`src/rtl/cms_pkg.sv`:
```
package cms_pkg;
  typedef enum logic [3:0] {
    ST_IDLE, ST_P1, ST_D1, ST_P2, ST_D2, ST_P3, ST_D3, ST_REC, ST_DEC, ST_OUT
  } cms_state_e;

  // window selection flavour seen by the per-channel evaluator
  typedef enum logic {
    SEL_COARSE,
    SEL_SYMM
  } sel_mode_e;
endpackage

```
`src/rtl/cms_chan_store.sv`:
```
module cms_chan_store #(
  parameter int NCH   = 128,
  parameter int ADC_W = 6,
  localparam int IDX_W = $clog2(NCH),
  localparam int DAT_W = ADC_W + 1
) (
  input  logic                    clk_i,
  input  logic                    cfg_we_i,
  input  logic [IDX_W-1:0]        cfg_ch_i,
  input  logic [ADC_W-1:0]        cfg_ped_i,
  input  logic [ADC_W-1:0]        cfg_thr_i,
  input  logic                    cfg_kill_i,
  input  logic                    smp_we_i,
  input  logic [IDX_W-1:0]        smp_ch_i,
  input  logic [ADC_W-1:0]        smp_adc_i,
  input  logic [IDX_W-1:0]        rd_idx_i,
  output logic signed [DAT_W-1:0] rd_dat_o,
  output logic [ADC_W-1:0]        rd_thr_o,
  output logic                    rd_kill_o
);
  logic [ADC_W-1:0]        ped_mem [NCH];
  logic [ADC_W-1:0]        thr_mem [NCH];
  logic                    kill_mem[NCH];
  logic signed [DAT_W-1:0] dat_mem [NCH];

  logic signed [DAT_W-1:0] sub_d;
  assign sub_d = $signed({1'b0, smp_adc_i}) - $signed({1'b0, ped_mem[smp_ch_i]});

  always_ff @(posedge clk_i) begin
    if (cfg_we_i) begin
      ped_mem[cfg_ch_i]  <= cfg_ped_i;
      thr_mem[cfg_ch_i]  <= cfg_thr_i;
      kill_mem[cfg_ch_i] <= cfg_kill_i;
    end
    if (smp_we_i) dat_mem[smp_ch_i] <= sub_d;
  end

  assign rd_dat_o  = dat_mem[rd_idx_i];
  assign rd_thr_o  = thr_mem[rd_idx_i];
  assign rd_kill_o = kill_mem[rd_idx_i];
endmodule

```
`src/rtl/cms_chan_eval.sv`:
```
module cms_chan_eval import cms_pkg::*; #(
  parameter int ADC_W = 6,
  parameter int CM_W  = 8,
  parameter int OUT_W = 8,
  localparam int DAT_W = ADC_W + 1,
  localparam int EW    = ((CM_W > DAT_W) ? CM_W : DAT_W) + 2
) (
  input  sel_mode_e               mode_i,
  input  logic signed [DAT_W-1:0] dat_i,
  input  logic                    kill_i,
  input  logic signed [CM_W-1:0]  cm_i,
  input  logic [ADC_W-1:0]        th1_i,
  input  logic [ADC_W-1:0]        thw_i,
  input  logic [ADC_W-1:0]        thr_i,
  input  logic [ADC_W-1:0]        tch_i,
  output logic                    sel_o,
  output logic                    rec_o,
  output logic signed [OUT_W-1:0] corr_o,
  output logic                    hit_o
);
  localparam int OMAX = 2 ** (OUT_W - 1) - 1;
  localparam int OMIN = -(2 ** (OUT_W - 1));

  logic signed [EW-1:0] d_e, cm_e, diff, th1_e, thw_e, thr_e;
  logic in_coarse, in_symm;

  always_comb begin
    d_e   = EW'(dat_i);
    cm_e  = EW'(cm_i);
    diff  = d_e - cm_e;
    th1_e = $signed({{(EW-ADC_W){1'b0}}, th1_i});
    thw_e = $signed({{(EW-ADC_W){1'b0}}, thw_i});
    thr_e = $signed({{(EW-ADC_W){1'b0}}, thr_i});
    // coarse window leans negative: [-2*th1, th1]
    in_coarse = (d_e >= -(th1_e <<< 1)) && (d_e <= th1_e);
    in_symm   = (diff >= -thw_e) && (diff <= thw_e);
    sel_o = !kill_i && ((mode_i == SEL_COARSE) ? in_coarse : in_symm);
    rec_o = !kill_i && (d_e <= thr_e) && (diff > thr_e);

    if (kill_i)                          corr_o = '0;
    else if (diff > $signed(EW'(OMAX)))  corr_o = OUT_W'(OMAX);
    else if (diff < $signed(EW'(OMIN)))  corr_o = OUT_W'(OMIN);
    else                                 corr_o = diff[OUT_W-1:0];

    hit_o = !kill_i && (corr_o > $signed({1'b0, tch_i}));
  end
endmodule

```
`src/rtl/cms_divider.sv`:
```
module cms_divider #(
  parameter int NUM_W = 15,
  parameter int DEN_W = 8,
  localparam int STP_W = $clog2(NUM_W + 1)
) (
  input  logic                    clk_i,
  input  logic                    rst_ni,
  input  logic                    go_i,
  input  logic signed [NUM_W-1:0] num_i,
  input  logic [DEN_W-1:0]        den_i,
  output logic                    done_o,
  output logic signed [NUM_W-1:0] quo_o
);
  logic [NUM_W-1:0] mag_q, rem_q, quo_q, rem_sh, rem_nx, quo_nx, den_x;
  logic [DEN_W-1:0] den_q;
  logic [STP_W-1:0] step_q;
  logic             neg_q, busy_q, ge;

  always_comb begin
    den_x  = NUM_W'(den_q);
    rem_sh = {rem_q[NUM_W-2:0], mag_q[NUM_W-1]};
    ge     = rem_sh >= den_x;
    rem_nx = ge ? rem_sh - den_x : rem_sh;
    quo_nx = {quo_q[NUM_W-2:0], ge};
  end

  always_ff @(posedge clk_i or negedge rst_ni) begin
    if (!rst_ni) begin
      mag_q <= '0; rem_q <= '0; quo_q <= '0; den_q <= '0;
      step_q <= '0; neg_q <= 1'b0; busy_q <= 1'b0;
      done_o <= 1'b0; quo_o <= '0;
    end else begin
      done_o <= 1'b0;
      if (go_i) begin
        if (den_i == '0) begin
          quo_o  <= '0;
          done_o <= 1'b1;
        end else begin
          neg_q  <= num_i[NUM_W-1];
          mag_q  <= num_i[NUM_W-1] ? NUM_W'(-num_i) : NUM_W'(num_i);
          rem_q  <= '0;
          quo_q  <= '0;
          den_q  <= den_i;
          step_q <= STP_W'(NUM_W);
          busy_q <= 1'b1;
        end
      end else if (busy_q) begin
        rem_q  <= rem_nx;
        quo_q  <= quo_nx;
        mag_q  <= mag_q << 1;
        step_q <= step_q - 1'b1;
        if (step_q == STP_W'(1)) begin
          busy_q <= 1'b0;
          done_o <= 1'b1;
          quo_o  <= neg_q ? -$signed(quo_nx) : $signed(quo_nx);
        end
      end
    end
  end

  assert_zero_den_R3: assert property (@(posedge clk_i) disable iff (!rst_ni)
    (go_i && den_i == '0) |=> (done_o && quo_o == '0));
endmodule

```
`src/rtl/cms_unit.sv`:
```
module cms_unit import cms_pkg::*; #(
  parameter int NCH   = 128,
  parameter int ADC_W = 6,
  parameter int CM_W  = 8,
  parameter int OUT_W = 8,
  localparam int IDX_W = $clog2(NCH),
  localparam int CNT_W = $clog2(NCH + 1),
  localparam int DAT_W = ADC_W + 1,
  localparam int SUM_W = DAT_W + IDX_W + 1
) (
  input  logic                    clk_i,
  input  logic                    rst_ni,
  input  logic                    cfg_we_i,
  input  logic [IDX_W-1:0]        cfg_ch_i,
  input  logic [ADC_W-1:0]        cfg_ped_i,
  input  logic [ADC_W-1:0]        cfg_thr_i,
  input  logic                    cfg_kill_i,
  input  logic                    cms_en_i,
  input  logic [ADC_W-1:0]        th1_i,
  input  logic [ADC_W-1:0]        th2_i,
  input  logic [ADC_W-1:0]        th3_i,
  input  logic [ADC_W-1:0]        thr_i,
  input  logic [CNT_W-1:0]        ncm_i,
  input  logic [CNT_W-1:0]        nrec_i,
  input  logic                    smp_valid_i,
  input  logic [IDX_W-1:0]        smp_ch_i,
  input  logic [ADC_W-1:0]        smp_adc_i,
  output logic                    busy_o,
  output logic                    out_valid_o,
  output logic [IDX_W-1:0]        out_ch_o,
  output logic signed [OUT_W-1:0] out_data_o,
  output logic                    out_hit_o,
  output logic                    done_o,
  output logic signed [CM_W-1:0]  cm_o,
  output logic [CNT_W-1:0]        n3_o,
  output logic [CNT_W-1:0]        nsig_o,
  output logic [CNT_W-1:0]        nrec_o
);
  localparam int CM_MAX = 2 ** (CM_W - 1) - 1;
  localparam int CM_MIN = -(2 ** (CM_W - 1));

  cms_state_e st_q;
  logic [IDX_W-1:0]        idx_q;
  logic signed [SUM_W-1:0] acc_sum_q;
  logic [CNT_W-1:0]        acc_cnt_q, n3_q, nrec_q, nsig_q;
  logic signed [CM_W-1:0]  cm1_q, cm2_q, cm3_q, cmf_q, cm_ref, cm_sat;
  logic                    div_go_q, div_done;
  logic signed [SUM_W-1:0] div_q;
  logic                    last, smp_we;

  logic signed [DAT_W-1:0] rd_dat;
  logic [ADC_W-1:0]        rd_thr, thw;
  logic                    rd_kill, sel, rec, hit;
  logic signed [OUT_W-1:0] corr;
  sel_mode_e               mode;

  assign last   = idx_q == IDX_W'(NCH - 1);
  assign busy_o = st_q != ST_IDLE;
  assign smp_we = smp_valid_i && (st_q == ST_IDLE);

  cms_chan_store #(.NCH(NCH), .ADC_W(ADC_W)) u_store (
    .clk_i, .cfg_we_i, .cfg_ch_i, .cfg_ped_i, .cfg_thr_i, .cfg_kill_i,
    .smp_we_i(smp_we), .smp_ch_i, .smp_adc_i,
    .rd_idx_i(idx_q), .rd_dat_o(rd_dat), .rd_thr_o(rd_thr), .rd_kill_o(rd_kill)
  );

  always_comb begin
    mode   = (st_q == ST_P1) ? SEL_COARSE : SEL_SYMM;
    thw    = (st_q == ST_P2) ? th2_i : th3_i;
    unique case (st_q)
      ST_P2:   cm_ref = cm1_q;
      ST_P3:   cm_ref = cm2_q;
      ST_REC:  cm_ref = cm3_q;
      ST_OUT:  cm_ref = cmf_q;
      default: cm_ref = '0;
    endcase
  end

  cms_chan_eval #(.ADC_W(ADC_W), .CM_W(CM_W), .OUT_W(OUT_W)) u_eval (
    .mode_i(mode), .dat_i(rd_dat), .kill_i(rd_kill), .cm_i(cm_ref),
    .th1_i, .thw_i(thw), .thr_i, .tch_i(rd_thr),
    .sel_o(sel), .rec_o(rec), .corr_o(corr), .hit_o(hit)
  );

  cms_divider #(.NUM_W(SUM_W), .DEN_W(CNT_W)) u_div (
    .clk_i, .rst_ni, .go_i(div_go_q), .num_i(acc_sum_q), .den_i(acc_cnt_q),
    .done_o(div_done), .quo_o(div_q)
  );

  always_comb begin
    if (div_q > $signed(SUM_W'(CM_MAX)))      cm_sat = CM_W'(CM_MAX);
    else if (div_q < $signed(SUM_W'(CM_MIN))) cm_sat = CM_W'(CM_MIN);
    else                                      cm_sat = div_q[CM_W-1:0];
  end

  always_ff @(posedge clk_i or negedge rst_ni) begin
    if (!rst_ni) begin
      st_q <= ST_IDLE; idx_q <= '0;
      acc_sum_q <= '0; acc_cnt_q <= '0; div_go_q <= 1'b0;
      cm1_q <= '0; cm2_q <= '0; cm3_q <= '0; cmf_q <= '0;
      n3_q <= '0; nrec_q <= '0; nsig_q <= '0;
      out_valid_o <= 1'b0; out_ch_o <= '0; out_data_o <= '0; out_hit_o <= 1'b0;
      done_o <= 1'b0; cm_o <= '0; n3_o <= '0; nsig_o <= '0; nrec_o <= '0;
    end else begin
      div_go_q    <= 1'b0;
      out_valid_o <= 1'b0;
      done_o      <= 1'b0;
      unique case (st_q)
        ST_IDLE: begin
          idx_q <= '0;
          acc_sum_q <= '0;
          acc_cnt_q <= '0;
          if (smp_valid_i && smp_ch_i == IDX_W'(NCH - 1)) st_q <= ST_P1;
        end
        ST_P1, ST_P2, ST_P3: begin
          if (sel) begin
            acc_sum_q <= acc_sum_q + SUM_W'(rd_dat);
            acc_cnt_q <= acc_cnt_q + 1'b1;
          end
          idx_q <= idx_q + 1'b1;
          if (last) begin
            div_go_q <= 1'b1;
            st_q <= (st_q == ST_P1) ? ST_D1 : (st_q == ST_P2) ? ST_D2 : ST_D3;
          end
        end
        ST_D1, ST_D2, ST_D3: begin
          if (div_done) begin
            acc_sum_q <= '0;
            acc_cnt_q <= '0;
            idx_q <= '0;
            if (st_q == ST_D1) begin
              cm1_q <= cm_sat; st_q <= ST_P2;
            end else if (st_q == ST_D2) begin
              cm2_q <= cm_sat; st_q <= ST_P3;
            end else begin
              cm3_q <= cm_sat; n3_q <= acc_cnt_q; nrec_q <= '0; st_q <= ST_REC;
            end
          end
        end
        ST_REC: begin
          if (rec) nrec_q <= nrec_q + 1'b1;
          idx_q <= idx_q + 1'b1;
          if (last) st_q <= ST_DEC;
        end
        ST_DEC: begin
          cmf_q  <= (cms_en_i && n3_q >= ncm_i && nrec_q <= nrec_i) ? cm3_q : '0;
          nsig_q <= '0;
          idx_q  <= '0;
          st_q   <= ST_OUT;
        end
        ST_OUT: begin
          out_valid_o <= 1'b1;
          out_ch_o    <= idx_q;
          out_data_o  <= corr;
          out_hit_o   <= hit;
          nsig_q      <= nsig_q + CNT_W'(hit);
          idx_q       <= idx_q + 1'b1;
          if (last) begin
            done_o <= 1'b1;
            cm_o   <= cmf_q;
            n3_o   <= n3_q;
            nrec_o <= nrec_q;
            nsig_o <= nsig_q + CNT_W'(hit);
            st_q   <= ST_IDLE;
          end
        end
        default: st_q <= ST_IDLE;
      endcase
    end
  end

  assert_done_pulse_R9: assert property (@(posedge clk_i) disable iff (!rst_ni)
    done_o |=> !done_o);
  assert_ch_order_R9: assert property (@(posedge clk_i) disable iff (!rst_ni)
    (out_valid_o && $past(out_valid_o)) |-> out_ch_o == $past(out_ch_o) + IDX_W'(1));
  assert_cm_gate_R6: assert property (@(posedge clk_i) disable iff (!rst_ni)
    (done_o && (!cms_en_i || n3_o < ncm_i || nrec_o > nrec_i)) |-> cm_o == '0);
  assert_hit_positive_R7: assert property (@(posedge clk_i) disable iff (!rst_ni)
    out_hit_o |-> out_data_o > 0);
  assert_n3_range_R4: assert property (@(posedge clk_i) disable iff (!rst_ni)
    done_o |-> n3_o <= CNT_W'(NCH));
endmodule

```
`config.mk`:
```
export PLATFORM = sky130hd
export DESIGN_NAME = cms_unit
export DESIGN_NICKNAME = d
export VERILOG_FILES = /design/src/rtl/cms_pkg.sv /design/src/rtl/cms_chan_store.sv /design/src/rtl/cms_chan_eval.sv /design/src/rtl/cms_divider.sv /design/src/rtl/cms_unit.sv
export SDC_FILE = /design/constraint.sdc
export NUM_CORES = 2
export LEC_CHECK = 0
export BUFFER_PORTS_ARGS = -buffer_cell sky130_fd_sc_hd__buf_2
export CAP_MARGIN = 20
export CORE_MARGIN = 5
export CORE_UTILIZATION = 68
export DETAILED_ROUTE_END_ITERATION = 16
export PLACE_DENSITY_LB_ADDON = 0.3
export SLEW_MARGIN = 10
export SYNTH_ARGS = -nofsm -noshare
export SYNTH_HDL_FRONTEND = slang
export SYNTH_SLANG_ARGS = --single-unit
```
`constraint.sdc`:
```
create_clock -name clk_i -period 22.3 [get_ports clk_i]
set_input_delay 2.23 -clock clk_i [delete_from_list [all_inputs] [get_ports clk_i]]
set_output_delay 2.23 -clock clk_i [all_outputs]
set_load 0.01 [all_outputs]
```
=== Yosys cells after proc, flatten, opt, wreduce, memory -nomap -nowiden ===
Memory sizes are Yosys's and may differ from the RTL's.
Cells that the tools add are included.

* Add/sub/neg operators: 13
* $lt $le $gt $ge: 14
* Equality and inequality tests: 23
* Multiplexer cells: 67
* Bitwise logic cells: 3
* Reductions and logical operators: 35

{| class="wikitable"
|+ Operator list
! operator !! count
|-
| $mux 15 || 11
|-
| $mux 8 || 12
|-
| $mux 14 || 6
|-
| $pmux 15 s3 || 1
|-
| $mux 4 || 8
|-
| $pmux 8 s2 || 2
|-
| $pmux 8 s4 || 1
|-
| $neg 15->15 || 2
|-
| $pmux 4 s6 || 1
|-
| $pmux 8 s3 || 1
|-
| $pmux 7 s3 || 1
|-
| $mux 1 || 17
|-
| $add 8x1->8 const B || 2
|-
| $eq 4x3->1 const B || 4
|-
| $ne 2x2->1 const B || 8
|-
| $add 15x7->15 || 1
|-
| $ge 15x8->1 || 1
|-
| $gt 15x8->1 const B || 1
|-
| $lt 15x8->1 const B || 1
|-
| $eq 7x7->1 const B || 2
|-
| $le 7x7->1 || 2
|-
| $sub 14x8->14 || 1
|-
| $ge 10x10->1 || 1
|-
| $ge 7x10->1 || 1
|-
| other kinds (37) || 67
|}

* Register bits after elaboration: 214
* Bits in writable memories: 2560
* Input port bits: 78
* Word-level logic and storage cells: 189
* Memories kept: 4

{| class="wikitable"
|+ Memories
! memory !! words !! width !! read ports !! clocked after Yosys merged registers in !! wr ports !! RTL line !! text
|-
| u_store.dat_mem || 128 || 7 || 1 || 0 || 1 || cms_chan_store.sv:24 || <nowiki>logic signed [DAT_W-1:0] dat_mem [NCH];</nowiki>
|-
| u_store.ped_mem || 128 || 6 || 1 || 0 || 1 || cms_chan_store.sv:21 || <nowiki>logic [ADC_W-1:0] ped_mem [NCH];</nowiki>
|-
| u_store.thr_mem || 128 || 6 || 1 || 0 || 1 || cms_chan_store.sv:22 || <nowiki>logic [ADC_W-1:0] thr_mem [NCH];</nowiki>
|-
| u_store.kill_mem || 128 || 1 || 1 || 0 || 1 || cms_chan_store.sv:23 || <nowiki>logic kill_mem[NCH];</nowiki>
|}

=== Depth between registers and ports, before layout ===
* Depth after elaboration: 11
* Depth in mapped cells: 43

=== Modules after synthesis ===
Synthesis repeated with hierarchy kept, for this count alone.

* Cell total of the unflattened synthesis: 5912
* Area total of the unflattened synthesis: 111829.8 µm²

{| class="wikitable"
|+ By module, submodules not included
! module !! times used !! cells each !! area an instance (µm²)
|-
| cms_chan_store || 1 || 4440 || 98866.1
|-
| cms_unit || 1 || 768 || 7049.3
|-
| cms_divider || 1 || 446 || 3997.6
|-
| cms_chan_eval || 1 || 258 || 1916.8
|}

=== Least setup slack after synthesis ===
OpenSTA, ideal clock, no wires.

* Path type: input port to flip-flop
* Start: input port smp_ch_i[1]
* End: memory u_store.dat_mem[0][5] (netlist name) (data pin)
* Arrival time: 8.725 ns
* Required time: 21.373 ns
* Path slack: 12.648 ns
* Cell stages on the path: 18
* Path buffers: 4
* Cell sequence: clkbuf_1 > nor3b_1 > clkbuf_1 > buf_1 > clkbuf_1 > a22oi_1 > nand4_1 > o21ai_0 > o211ai_1 > o211ai_1 > o21ai_0 > inv_1 > ha_1 > o21ai_0 > nand2b_1 > a21o_1 > a21oi_1 > xnor2_1

* Longest elaborated chain between the ends: 2

{| class="wikitable"
|+ Ends and longest elaborated chain
! item !! RTL line !! text
|-
| from (decl) || cms_unit.sv:26 || <nowiki>input logic [IDX_W-1:0] smp_ch_i,</nowiki>
|-
| $mem_v2 128x6 || - ||
|-
| $sub 6x6->7 || cms_chan_store.sv:27 || <nowiki>assign sub_d = $signed({1'b0, smp_adc_i}) - $signed({1'b0, ped_mem[smp_ch_i]});</nowiki>
|-
| via u_store.sub_d[5] || cms_chan_store.sv:26 || <nowiki>logic signed [DAT_W-1:0] sub_d;</nowiki>
|-
| to (decl) || cms_chan_store.sv:24 ||
|}

The timed path passes the listed nets, and every way through them passes these cells.

=== Worst setup path in the final report ===
* Start: register idx_q[0]
* End: register nsig_q[6]

* Longest elaborated chain between the ends: 10
* Elaborated cells on any way between the ends: 14
* Classes of those cells: add/sub: 2; order compare: 3; mux: 4; reduce/logical: 2; memory: 3

{| class="wikitable"
|+ Ends and longest elaborated chain
! item !! RTL line !! text
|-
| from (decl) || cms_unit.sv:43 || <nowiki>logic [IDX_W-1:0] idx_q;</nowiki>
|-
| from (signal assigned) || cms_unit.sv:120 || <nowiki>idx_q <= idx_q + 1'b1;</nowiki>
|-
| from (signal assigned) || cms_unit.sv:142 || <nowiki>idx_q <= idx_q + 1'b1;</nowiki>
|-
| from (signal assigned) || cms_unit.sv:157 || <nowiki>idx_q <= idx_q + 1'b1;</nowiki>
|-
| $mem_v2 128x7 || - ||
|-
| $sub 7x8->9 || cms_chan_eval.sv:30 || <nowiki>diff = d_e - cm_e;</nowiki>
|-
| $lt 10x8->1 || cms_chan_eval.sv:42 || <nowiki>else if (diff < $signed(EW'(OMIN))) corr_o = OUT_W'(OMIN);</nowiki>
|-
| $mux 8 || cms_chan_eval.sv:42 ||
|-
| $mux 8 || cms_chan_eval.sv:41 || <nowiki>else if (diff > $signed(EW'(OMAX))) corr_o = OUT_W'(OMAX);</nowiki>
|-
| $mux 8 (*) || cms_chan_eval.sv:40 || <nowiki>if (kill_i) corr_o = '0;</nowiki>
|-
| via corr[1] || cms_unit.sv:54 || <nowiki>logic signed [OUT_W-1:0] corr;</nowiki>
|-
| $gt 8x7->1 (*) || cms_chan_eval.sv:45 || <nowiki>hit_o = !kill_i && (corr_o > $signed({1'b0, tch_i}));</nowiki>
|-
| $logic_and 1x1->1 (*) || cms_chan_eval.sv:45 ||
|-
| via hit || cms_unit.sv:53 || <nowiki>logic rd_kill, sel, rec, hit;</nowiki>
|-
| $add 8x1->8 (*) || cms_unit.sv:156 || <nowiki>nsig_q <= nsig_q + CNT_W'(hit);</nowiki>
|-
| $pmux 8 s2 (*) || cms_unit.sv:108 || <nowiki>unique case (st_q)</nowiki>
|-
| to (signal assigned) || cms_unit.sv:156 ||
|-
| to (decl) || cms_unit.sv:45 || <nowiki>logic [CNT_W-1:0] acc_cnt_q, n3_q, nrec_q, nsig_q;</nowiki>
|}

Mark *: on every way through the listed nets, which the timed path passes. The rest lies on a longest branch.
A chain may end at the register's enable or synchronous reset.

==> impl_metrics.ini <==
[status]
status = complete, no violations

[finish]
final_cell_mix = 2560 x edfxtp_1, 538 x mux4_2, 314 x nor2_1
syn2layout_area_growth_pct = 11.3
final_common_cell = edfxtp_1
layout.nets = 6380
drive_gt1_share_pct = 21.6

[worst_setup_path]
worstSetupEndpoint = nsig_q[6]
critPathTopFamily = compound AO/OA/AOI/OAI gates
worstPathRequired_ps = 23130
critPathBufInv = 4
ff2ff_setup_slack_ps = 11850
endpoint_kind = flip-flop
crit_start = idx_q[0]
setup.worst_path.class = reg2reg
max_stage_delay_ps = 920
arrival_ps = 11280
path_common_cell = ha_1
path_max_fanout = 106
cp_num_cells = 30
reg2regPathDepth = 30
reg2reg_from = idx_q[0]
r2r-end = nsig_q[6]
crit_slowest_cell = dfrtp_4
cp-start-kind = flip-flop

[power_and_ir_drop]
total_power_uw = 14500
ir_drop_uv = 123
pwr_density_cell_nw_per_um2 = 118
leakagePower_uw = 0.0405

[job]
maxCapViolCount = 0

[clocking]
numCtsBuffers = 281
clk_path_buf_depth = 4
clk_pin_slew_ps = 60
cts-hold-fix-buffers = 0
post_cts_resize_count = 0
clockRootBuffer = clkbuf_16
cts_tree = done
cts_setup_buffers = 0
worstSkewPairLatency_ps = 920
htreeDepth = 5
cts_sinks = 2774

[sta]
final.setup.tns_ps = 0
worst_slew_pin_slew_ps = 1220
hold_viol = 0
rsz0062_at_grt = false
period_share_pct = 46.9
setup_violations = 0
finalMaxSlewViolations = 0
max_slew_margin_pct = 18.5
fin_skew_ps = 63.8
min_period_ps = 10450
fmax_mhz = 95.7

[logic_synthesis]
synthCells = 5894
synthMuxAreaShare_pct = 12.3
synth_seq_cells = 2774
synthAdderAreaFrac_pct = 1.35
async_reset_ff_share_pct = 7.71
yosysTopAreaCell = edfxtp_1
synth_top_family_by_area = multiplexers
netlist-cell-type-count = 89
ys_seq_area_share_pct = 74.5
yosys.area_share.simple_pct = 3.97
synth_area_leaders = edfxtp_1 70%, mux4_2 11%, dfrtp_1 4.9%
netlist_area_sq_um = 110000
netlist.area_leader.share_pct = 69.6
synth_nets = 6089
synth-edff-count = 2560
syn_avg_cell_area_sq_um = 18.7
ys.flop_type = edfxtp_1
synth_compound_area_share_pct = 5.77
yosysWarnings = 0
synth_xor_area_share_pct = 0.539

[detailed_routing]
wl_per_cell_um = 36.3
viasPerCell = 7.49
vias = 63900
drt-total-wl_um = 309000
antenna_left = 0
firstDrtPassIters = 6
drc = 0
drt_iter0_drc = 11200

[die]
row_count = 147
die_width_um = 413
dieArea_sq_um = 171000
die_h_um = 413
coreArea_sq_um = 161000
ioPinCount = 129
initial_core_util_pct = 68.6

[global_routing]
grt.total_usage_pct = 36.5
grt_max_degree = 134
grt.overflow.total = 0
antenna_found_initial = 13
grt_pass1_vias = 63300
grt_pass1_wl_um = 443000

[placed_design]
dp_hpwl_um = 169000
place_congestion = 0.862
portBuffers = 128

[worst_hold_path]
hold_path.class = reg2reg
## cells by family (layout without fill, tap and decap cells)
| kind of cell | count (synthesis) | count (layout) |
|---|---|---|
| flip-flops | 2774 | 2774 |
| AND/OR/NAND/NOR | 960 | 960 |
| AO/OA/AOI/OAI | 898 | 898 |
| multiplexers | 657 | 657 |
| buffers and inverters | 420 | 890 |
| adder cells (fa/ha/maj) | 117 | 117 |
| XOR/XNOR | 68 | 68 |
| other | 0 | 9 |
## cell type report
class / instances / area [sq um]
flip-flops and latches: 2774 / 82200
fillers: 8059 / 38100
multi-input cells: 2700 / 26600
clock buffers: 347 / 7390
well taps: 2160 / 2700
repair buffers: 329 / 2410
clock inverters: 115 / 1100
inverters: 99 / 382
diodes: 9 / 22.5
## flip-flops by register name, indices dropped and copies added (netlist names), 14 cells and up
name	flops
u_store.ped_mem	768
acc_sum_q	15
u_div.quo_q	14
u_store.thr_mem	768
u_div.rem_q	14
u_store.dat_mem	896
u_div.quo_o	15
u_store.kill_mem	128
u_div.mag_q	15
## per-layer routing
layer  part of all wire [%]  wire length [um]  vias up  GRT usage (%)
met1                     32             99600    32100           47.7
met2                     48            149000     5921           58.0
li1                       -                 -    24600              -
met3                     13             40100     1250           8.98
met4                    6.5             20200       10           19.1
met5                  0.023                70        -              0
## worst min-delay path, stage by stage (launching register included)
cell and delay, ps:
dfrtp_1 340, nand2_1 50, nand2_1 60
## per-stage QoR
stage | area [sq um] | setup WS, ps | hold slack [ps] | instances | util [%]
floorplan | 110000 | 12650 | 445 | 5894 | -
global placement | 114000 | 12020 | 456 | 8050 | 70.9
detailed placement | 114000 | 12060 | 467 | 8051 | 70.9
CTS | 123000 | 11860 | 482 | 8513 | 76.2
global route | 123000 | 11040 | 500 | 8526 | 76.3
finish | 123000 | 11850 | 480 | 8533 | 76.4
## worst min path at each step
stage | start | endpoint | slack, ps | cells past startpoint
4_1_cts | out_ch_o[0] | out_ch_o[0] | 480 | 2
2_1_floorplan | u_div.quo_o[0] | u_div.quo_o[0] | 440 | 2
6_report | out_ch_o[0] | out_ch_o[0] | 480 | 2
5_1_grt | out_ch_o[0] | out_ch_o[0] | 500 | 2
3_3_place_gp | out_ch_o[1] | out_ch_o[1] | 460 | 2
3_5_place_dp | out_ch_o[0] | out_ch_o[0] | 470 | 2
## synthesized netlist by cell type (26+ instances only)
cell type / instances
nor3_1: 34
xnor2_1: 26
xor2_1: 42
a221oi_1: 60
nor2_1: 360
a31oi_1: 32
inv_1: 95
nand2_1: 261
buf_2: 43
a22oi_1: 296
o211ai_1: 26
nand2b_1: 30
o21ai_0: 179
mux2i_1: 60
a21oi_1: 67
nor2b_1: 33
mux2_2: 41
ha_1: 113
buf_1: 35
nand3_1: 73
nand4_1: 78
edfxtp_1: 2560
clkbuf_1: 213
mux4_2: 538
a22o_1: 68
dfrtp_1: 214
## where the power goes
group / switching [uW] / internal (uW)
Clock: 1930 / 2590
Sequential: 111 / 5890
Combinational: 2290 / 1670
Total: 4330 / 10200
Power figures use the tool's default switching activity.
